## src/rtl/cds_pkg.sv

```systemverilog
package cds_pkg;

  typedef enum logic [2:0] {
    CDS_OFF,
    CDS_LIVE,
    CDS_ETU,
    CDS_T1,
    CDS_T2,
    CDS_T3,
    CDS_T4
  } cds_state_e;

  function automatic logic is_step(input cds_state_e s);
    return (s == CDS_T1) || (s == CDS_T2) || (s == CDS_T3) || (s == CDS_T4);
  endfunction

endpackage

```

## src/rtl/cds_sync.sv

```systemverilog
module cds_sync #(
  parameter int STAGES = 2
) (
  input  logic clk,
  input  logic rst,
  input  logic async_i,
  output logic sync_o
);

  logic [STAGES-1:0] shreg;

  always_ff @(posedge clk) begin
    if (rst) shreg <= '0;
    else     shreg <= {shreg[STAGES-2:0], async_i};
  end

  assign sync_o = shreg[STAGES-1];

endmodule

```

## src/rtl/cds_downcnt.sv

```systemverilog
module cds_downcnt #(
  parameter int W = 8
) (
  input  logic         clk,
  input  logic         rst,
  input  logic         load_i,
  input  logic [W-1:0] val_i,
  input  logic         dec_i,
  output logic         last_o
);

  logic [W-1:0] cnt;

  always_ff @(posedge clk) begin
    if (rst)                         cnt <= '0;
    else if (load_i)                 cnt <= val_i;
    else if (dec_i && cnt != '0)     cnt <= cnt - 1'b1;
  end

  // a count of 0 or 1 means the current cycle/tick is the final one
  assign last_o = (cnt[W-1:1] == '0);

endmodule

```

## src/rtl/card_deact_seq.sv

```systemverilog
module card_deact_seq
  import cds_pkg::*;
#(
  parameter int GAP_W       = 8,
  parameter int ETU_W       = 8,
  parameter int SEL_W       = 2,
  parameter int SYNC_STAGES = 2
) (
  input  logic             clk,
  input  logic             rst,
  input  logic             card_event_i,
  input  logic             sel_wr_i,
  input  logic [SEL_W-1:0] sel_wdata_i,
  input  logic [GAP_W-1:0] gap_rst_i,
  input  logic [GAP_W-1:0] gap_clk_i,
  input  logic [GAP_W-1:0] gap_io_i,
  input  logic [GAP_W-1:0] gap_vcc_i,
  input  logic [ETU_W-1:0] vcc_off_etu_i,
  input  logic             etu_tick_i,
  output logic             card_rst_o,
  output logic             card_clk_en_o,
  output logic             io_force_low_o,
  output logic             vcc_en_o,
  output logic             done_o
);

  cds_state_e       state, nxt;
  logic             evt_sync;
  logic             fw_off, fw_on;
  logic             step_load, step_last;
  logic [GAP_W-1:0] step_val;
  logic             etu_load, etu_dec, etu_last;

  cds_sync #(.STAGES(SYNC_STAGES)) u_evt_sync (
    .clk     (clk),
    .rst     (rst),
    .async_i (card_event_i),
    .sync_o  (evt_sync)
  );

  cds_downcnt #(.W(GAP_W)) u_step_cnt (
    .clk    (clk),
    .rst    (rst),
    .load_i (step_load),
    .val_i  (step_val),
    .dec_i  (is_step(state)),
    .last_o (step_last)
  );

  cds_downcnt #(.W(ETU_W)) u_etu_cnt (
    .clk    (clk),
    .rst    (rst),
    .load_i (etu_load),
    .val_i  (vcc_off_etu_i),
    .dec_i  (etu_dec),
    .last_o (etu_last)
  );

  assign fw_off  = sel_wr_i && (sel_wdata_i == '0);
  assign fw_on   = sel_wr_i && (sel_wdata_i != '0);
  assign etu_dec = (state == CDS_ETU) && etu_tick_i;

  always_comb begin
    nxt      = state;
    etu_load = 1'b0;
    unique case (state)
      CDS_OFF:  if (fw_on) nxt = CDS_LIVE;
      CDS_LIVE: begin
        if (evt_sync) nxt = CDS_T1;
        else if (fw_off) begin
          if (vcc_off_etu_i == '0) nxt = CDS_T1;
          else begin
            nxt      = CDS_ETU;
            etu_load = 1'b1;
          end
        end
      end
      CDS_ETU:  if (evt_sync || (etu_tick_i && etu_last)) nxt = CDS_T1;
      CDS_T1:   if (step_last) nxt = CDS_T2;
      CDS_T2:   if (step_last) nxt = CDS_T3;
      CDS_T3:   if (step_last) nxt = CDS_T4;
      CDS_T4:   if (step_last) nxt = CDS_OFF;
      default:  nxt = CDS_OFF;
    endcase
  end

  // gap for the step being entered
  always_comb begin
    step_load = (nxt != state) && is_step(nxt);
    unique case (nxt)
      CDS_T1:  step_val = gap_rst_i;
      CDS_T2:  step_val = gap_clk_i;
      CDS_T3:  step_val = gap_io_i;
      CDS_T4:  step_val = gap_vcc_i;
      default: step_val = '0;
    endcase
  end

  always_ff @(posedge clk) begin
    if (rst) begin
      state          <= CDS_OFF;
      card_rst_o     <= 1'b0;
      card_clk_en_o  <= 1'b0;
      io_force_low_o <= 1'b1;
      vcc_en_o       <= 1'b0;
      done_o         <= 1'b0;
    end else begin
      state          <= nxt;
      card_rst_o     <= (nxt == CDS_LIVE) || (nxt == CDS_ETU) || (nxt == CDS_T1);
      card_clk_en_o  <= (nxt == CDS_LIVE) || (nxt == CDS_ETU) || (nxt == CDS_T1)
                        || (nxt == CDS_T2);
      io_force_low_o <= !((nxt == CDS_LIVE) || (nxt == CDS_ETU) || (nxt == CDS_T1)
                        || (nxt == CDS_T2) || (nxt == CDS_T3));
      vcc_en_o       <= (nxt != CDS_OFF);
      done_o         <= (state == CDS_T4) && (nxt == CDS_OFF);
    end
  end

endmodule

```

## config.mk

```make
export PLATFORM = sky130hd
export DESIGN_NAME = card_deact_seq
export DESIGN_NICKNAME = d
export VERILOG_FILES = /design/src/rtl/cds_pkg.sv /design/src/rtl/cds_sync.sv /design/src/rtl/cds_downcnt.sv /design/src/rtl/card_deact_seq.sv
export SDC_FILE = /design/constraint.sdc
export NUM_CORES = 1
export LEC_CHECK = 0
export BUFFER_PORTS_ARGS = -buffer_cell sky130_fd_sc_hd__clkbuf_2
export CAP_MARGIN = 5
export CORE_MARGIN = 4
export CORE_UTILIZATION = 49
export CTS_BUF_LIST = sky130_fd_sc_hd__clkbuf_4 sky130_fd_sc_hd__clkbuf_8
export DETAILED_ROUTE_END_ITERATION = 16
export HOLD_SLACK_MARGIN = 0.03
export PLACE_DENSITY = 0.78
export SETUP_SLACK_MARGIN = 0.02
export SKIP_CTS_REPAIR_TIMING = 1
export SLEW_MARGIN = 0
export SYNTH_ARGS = -nofsm -noshare
export SYNTH_HDL_FRONTEND = slang
export SYNTH_SLANG_ARGS = --single-unit
```

## constraint.sdc

```tcl
create_clock -name clk -period 2.45 [get_ports clk]
set_clock_uncertainty 0.15 [all_clocks]
set_input_delay 0.6125 -clock clk [delete_from_list [all_inputs] [get_ports clk]]
set_output_delay 0.6125 -clock clk [all_outputs]
set_load 0.02 [all_outputs]
```

==> summary.txt <==
Global route
  • Tot GR Track Use: 0.231
  • Gr ovfl total: 0
  • Global-route wire length before repair: 8430 µm
  • Initial antenna violation count: 0
  • Largest net degree at the start of global routing: 25
  • Number of global-route vias before repair: 1837

Power and ir drop
  • Total power divided by cell area: 516 nW/µm²
  • Static Leak: 1.05 nW
  • Maximum vdd ir drop: 0.368 mV

Synthesis
  • Synth top area share: 0.287
  • Avg Cell Area, Syn: 8.19 µm²
  • Largest cells by area after synthesis: dfxtp_1 29%, a311oi_2 6.6%, a21oi_1 5.3%
  • Yosys reg bits: 26
  • Async SR Flop Fraction: 0
  • Sequential area share after synthesis: 0.287
  • Most frequent cell after synthesis: dfxtp_1
  • Largest area contributor in the netlist: dfxtp_1
  • Synth cell count leaders: 26 x dfxtp_1, 19 x a21oi_1, 17 x nor2_1
  • Synth Cell Area: 1810 µm²
  • Primary FF master, synth: dfxtp_1
  • Syn nets: 272
  • Post-synth EDFFs: 0
  • Yosys warns: 0
  • Unique masters post-synth: 50
  • Post-synthesis instance total: 221

Die
  • Die height: 68.8 µm
  • Die footprint: 4730 µm²
  • Initial Utilization: 0.526
  • Die width: 68.8 µm
  • Core area: 3440 µm²
  • IO Pins: 52
  • Row count: 21

Routing
  • Wirelength per Cell: 18.2 µm
  • Post-detailed-routing wire length: 6110 µm
  • DR pass1 iterations: 5
  • 1st-iter DRT viols: 157
  • Vias/cell: 6.31
  • Vias: 2115
  • DRC viols: 0
  • ANT nets after route: 0

Timing
  • Final worst path period share: 1.02
  • Hold Slack: 0.311 ns
  • Peak Freq: 400 MHz
  • Setup ws final: -0.0493 ns
  • Finish-stage setup viols: 1
  • Count of pins over their slew limit: 0
  • Fin. Hold Viols: 0
  • Minimum clock period: 2.50 ns
  • Max_slew headroom: 0.564
  • Unrepaired setup endpoints after global routing: true
  • Worst-Margin Slew: 0.650 ns

Worst setup path
  • CP Capture Type: flop
  • Critical R2R Launch: u_step_cnt.cnt[2]
  • Crit Reg-Reg Endpoint: u_step_cnt.cnt[6]
  • Critical Path RT: 2.47 ns
  • Crit start category: primary input
  • Crit-path max cell delay: 0.54 ns
  • Slowest CP cell: or4_4
  • Crit path DAT: 2.51 ns
  • Reg2Reg Setup Slack: 0.01 ns
  • CP cell instances: buf_6, or4_4, o211a_4, o311a_4, nor2_4, buf_12, a31oi_4, a311oi_2
  • Critical path origin: vcc_off_etu_i[6]
  • Critical setup path kind: in -> reg
  • Worst r2r path cells: 6
  • Worst-path fanout max: 8

Placement
  • RePlAce Congestion: 0.814
  • HPWL Detailed: 3890 µm
  • PortBufs: 51

Hold path
  • Hold Path Class: reg -> reg
  • HP Start: u_evt_sync.shreg[0]
  • Hold Path Sink: u_evt_sync.shreg[1]
  • Hold path depth: 1

Final layout
  • Register area: 523 µm²
  • # diodes: 0
  • Share of cells above drive strength 1: 0.433
  • Area growth syn-to-layout: 41.1%
  • Area taken by multi-input logic gates: 1390 µm²
  • Fill count: 249
  • # nets final: 342
  • Core Util, Final: 0.742

Clock tree
  • Clock Latency Late Sink: 0.27 ns
  • TritonCTS clock tree: yes
  • CTS clk-pin slew, worst paths: 0.09 ns
  • Num CTS Buffers: 3
  • Clock Tree Buf Depth: 2
  • H-tree depth: 1
  • Sink Count: 26
  • CTS Root Cell: clkbuf_8

Run status
  • Failing checks: negative setup slack
  • Status: complete, but fails checks

Job
  • Max-Cap Viols: 0
-- registers in the layout (all words and copies together), names as in the netlist --
| name | cells |
|---|---|
| state | 3 |
| vcc_en_o | 1 |
| done_o | 1 |
| card_rst_o | 1 |
| card_clk_en_o | 1 |
| u_evt_sync.shreg | 2 |
| io_force_low_o | 1 |
| u_etu_cnt.cnt | 8 |
| u_step_cnt.cnt | 8 |
-- critical path: cells and delay by family --
| family | cells | cell delay [ns] |
|---|---|---|
| AND/OR/NAND/NOR | 2 | 0.67 |
| AO/OA/AOI/OAI | 4 | 0.98 |
| buffers and inverters | 2 | 0.25 |
-- power by group --
group	switching [mW]	leakage [nW]	internal, mW
Combinational	0.309	0.817	0.264
Clock	0.135	0.0216	0.110
Sequential	0.0411	0.213	0.459
Total	0.486	1.05	0.833
-- metal layers --
metal,track usage,part of all wire
met1,0.337,0.43
met2,0.361,0.46
met3,0.0324,0.075
met4,0.0462,0.040
met5,0,0
-- area by class of cell --
class                   count  area share
clock buffers               3      0.0162
inverters                   7      0.0103
multi-input cells         172       0.546
flip-flops and latches     26       0.205
well taps                  46      0.0225
repair buffers             81       0.200
-- how the worst max path moves through the flow --
stage | endpoint | slack, ns | depth (start not counted)
5_1_grt | u_step_cnt.cnt[6] | -0.03 | 8
3_5_place_dp | card_clk_en_o | -0.36 | 7
4_1_cts | card_clk_en_o | -0.1 | 7
3_3_place_gp | card_clk_en_o | -0.32 | 7
6_report | u_step_cnt.cnt[6] | -0.05 | 8
2_1_floorplan | card_clk_en_o | -0.1 | 7
-- stage by stage --
stage | instances | power, mW | setup WS, ns | instance area, µm² | TNS, ns
global placement | 328 | 0.972 | -0.323 | 2320 | -2.73
CTS | 331 | 1.22 | -0.0987 | 2360 | -0.716
floorplan | 221 | 0.809 | -0.0963 | 1870 | -0.768
detailed placement | 328 | 0.979 | -0.360 | 2320 | -3.08
finish | 335 | 1.32 | -0.0493 | 2550 | -0.0493
global route | 335 | 1.39 | -0.0260 | 2550 | -0.0260
-- kinds of logic after synthesis --
group                    synth area share
AND/OR/NAND/NOR                     0.247
flip-flops                          0.287
AO/OA/AOI/OAI                       0.350
buffers and inverters              0.0498
XOR/XNOR                           0.0387
adder cells (fa/ha/maj)            0.0276
-- layout by cell type (no fill, tap or decap), drive strengths merged, types with 7 or more instances in the layout --
master | netlist | routed
clkbuf | 12 | 53
nor2 | 18 | 18
a22o | 8 | 8
dfxtp | 26 | 26
a21oi | 19 | 19
xor2 | 7 | 7
nor2b | 7 | 7
a311oi | 8 | 8
nand3 | 9 | 9
buf | 4 | 31
a31oi | 10 | 10
nor3 | 12 | 12
inv | 7 | 7
Note: power is estimated with default switching activity, not from simulation.
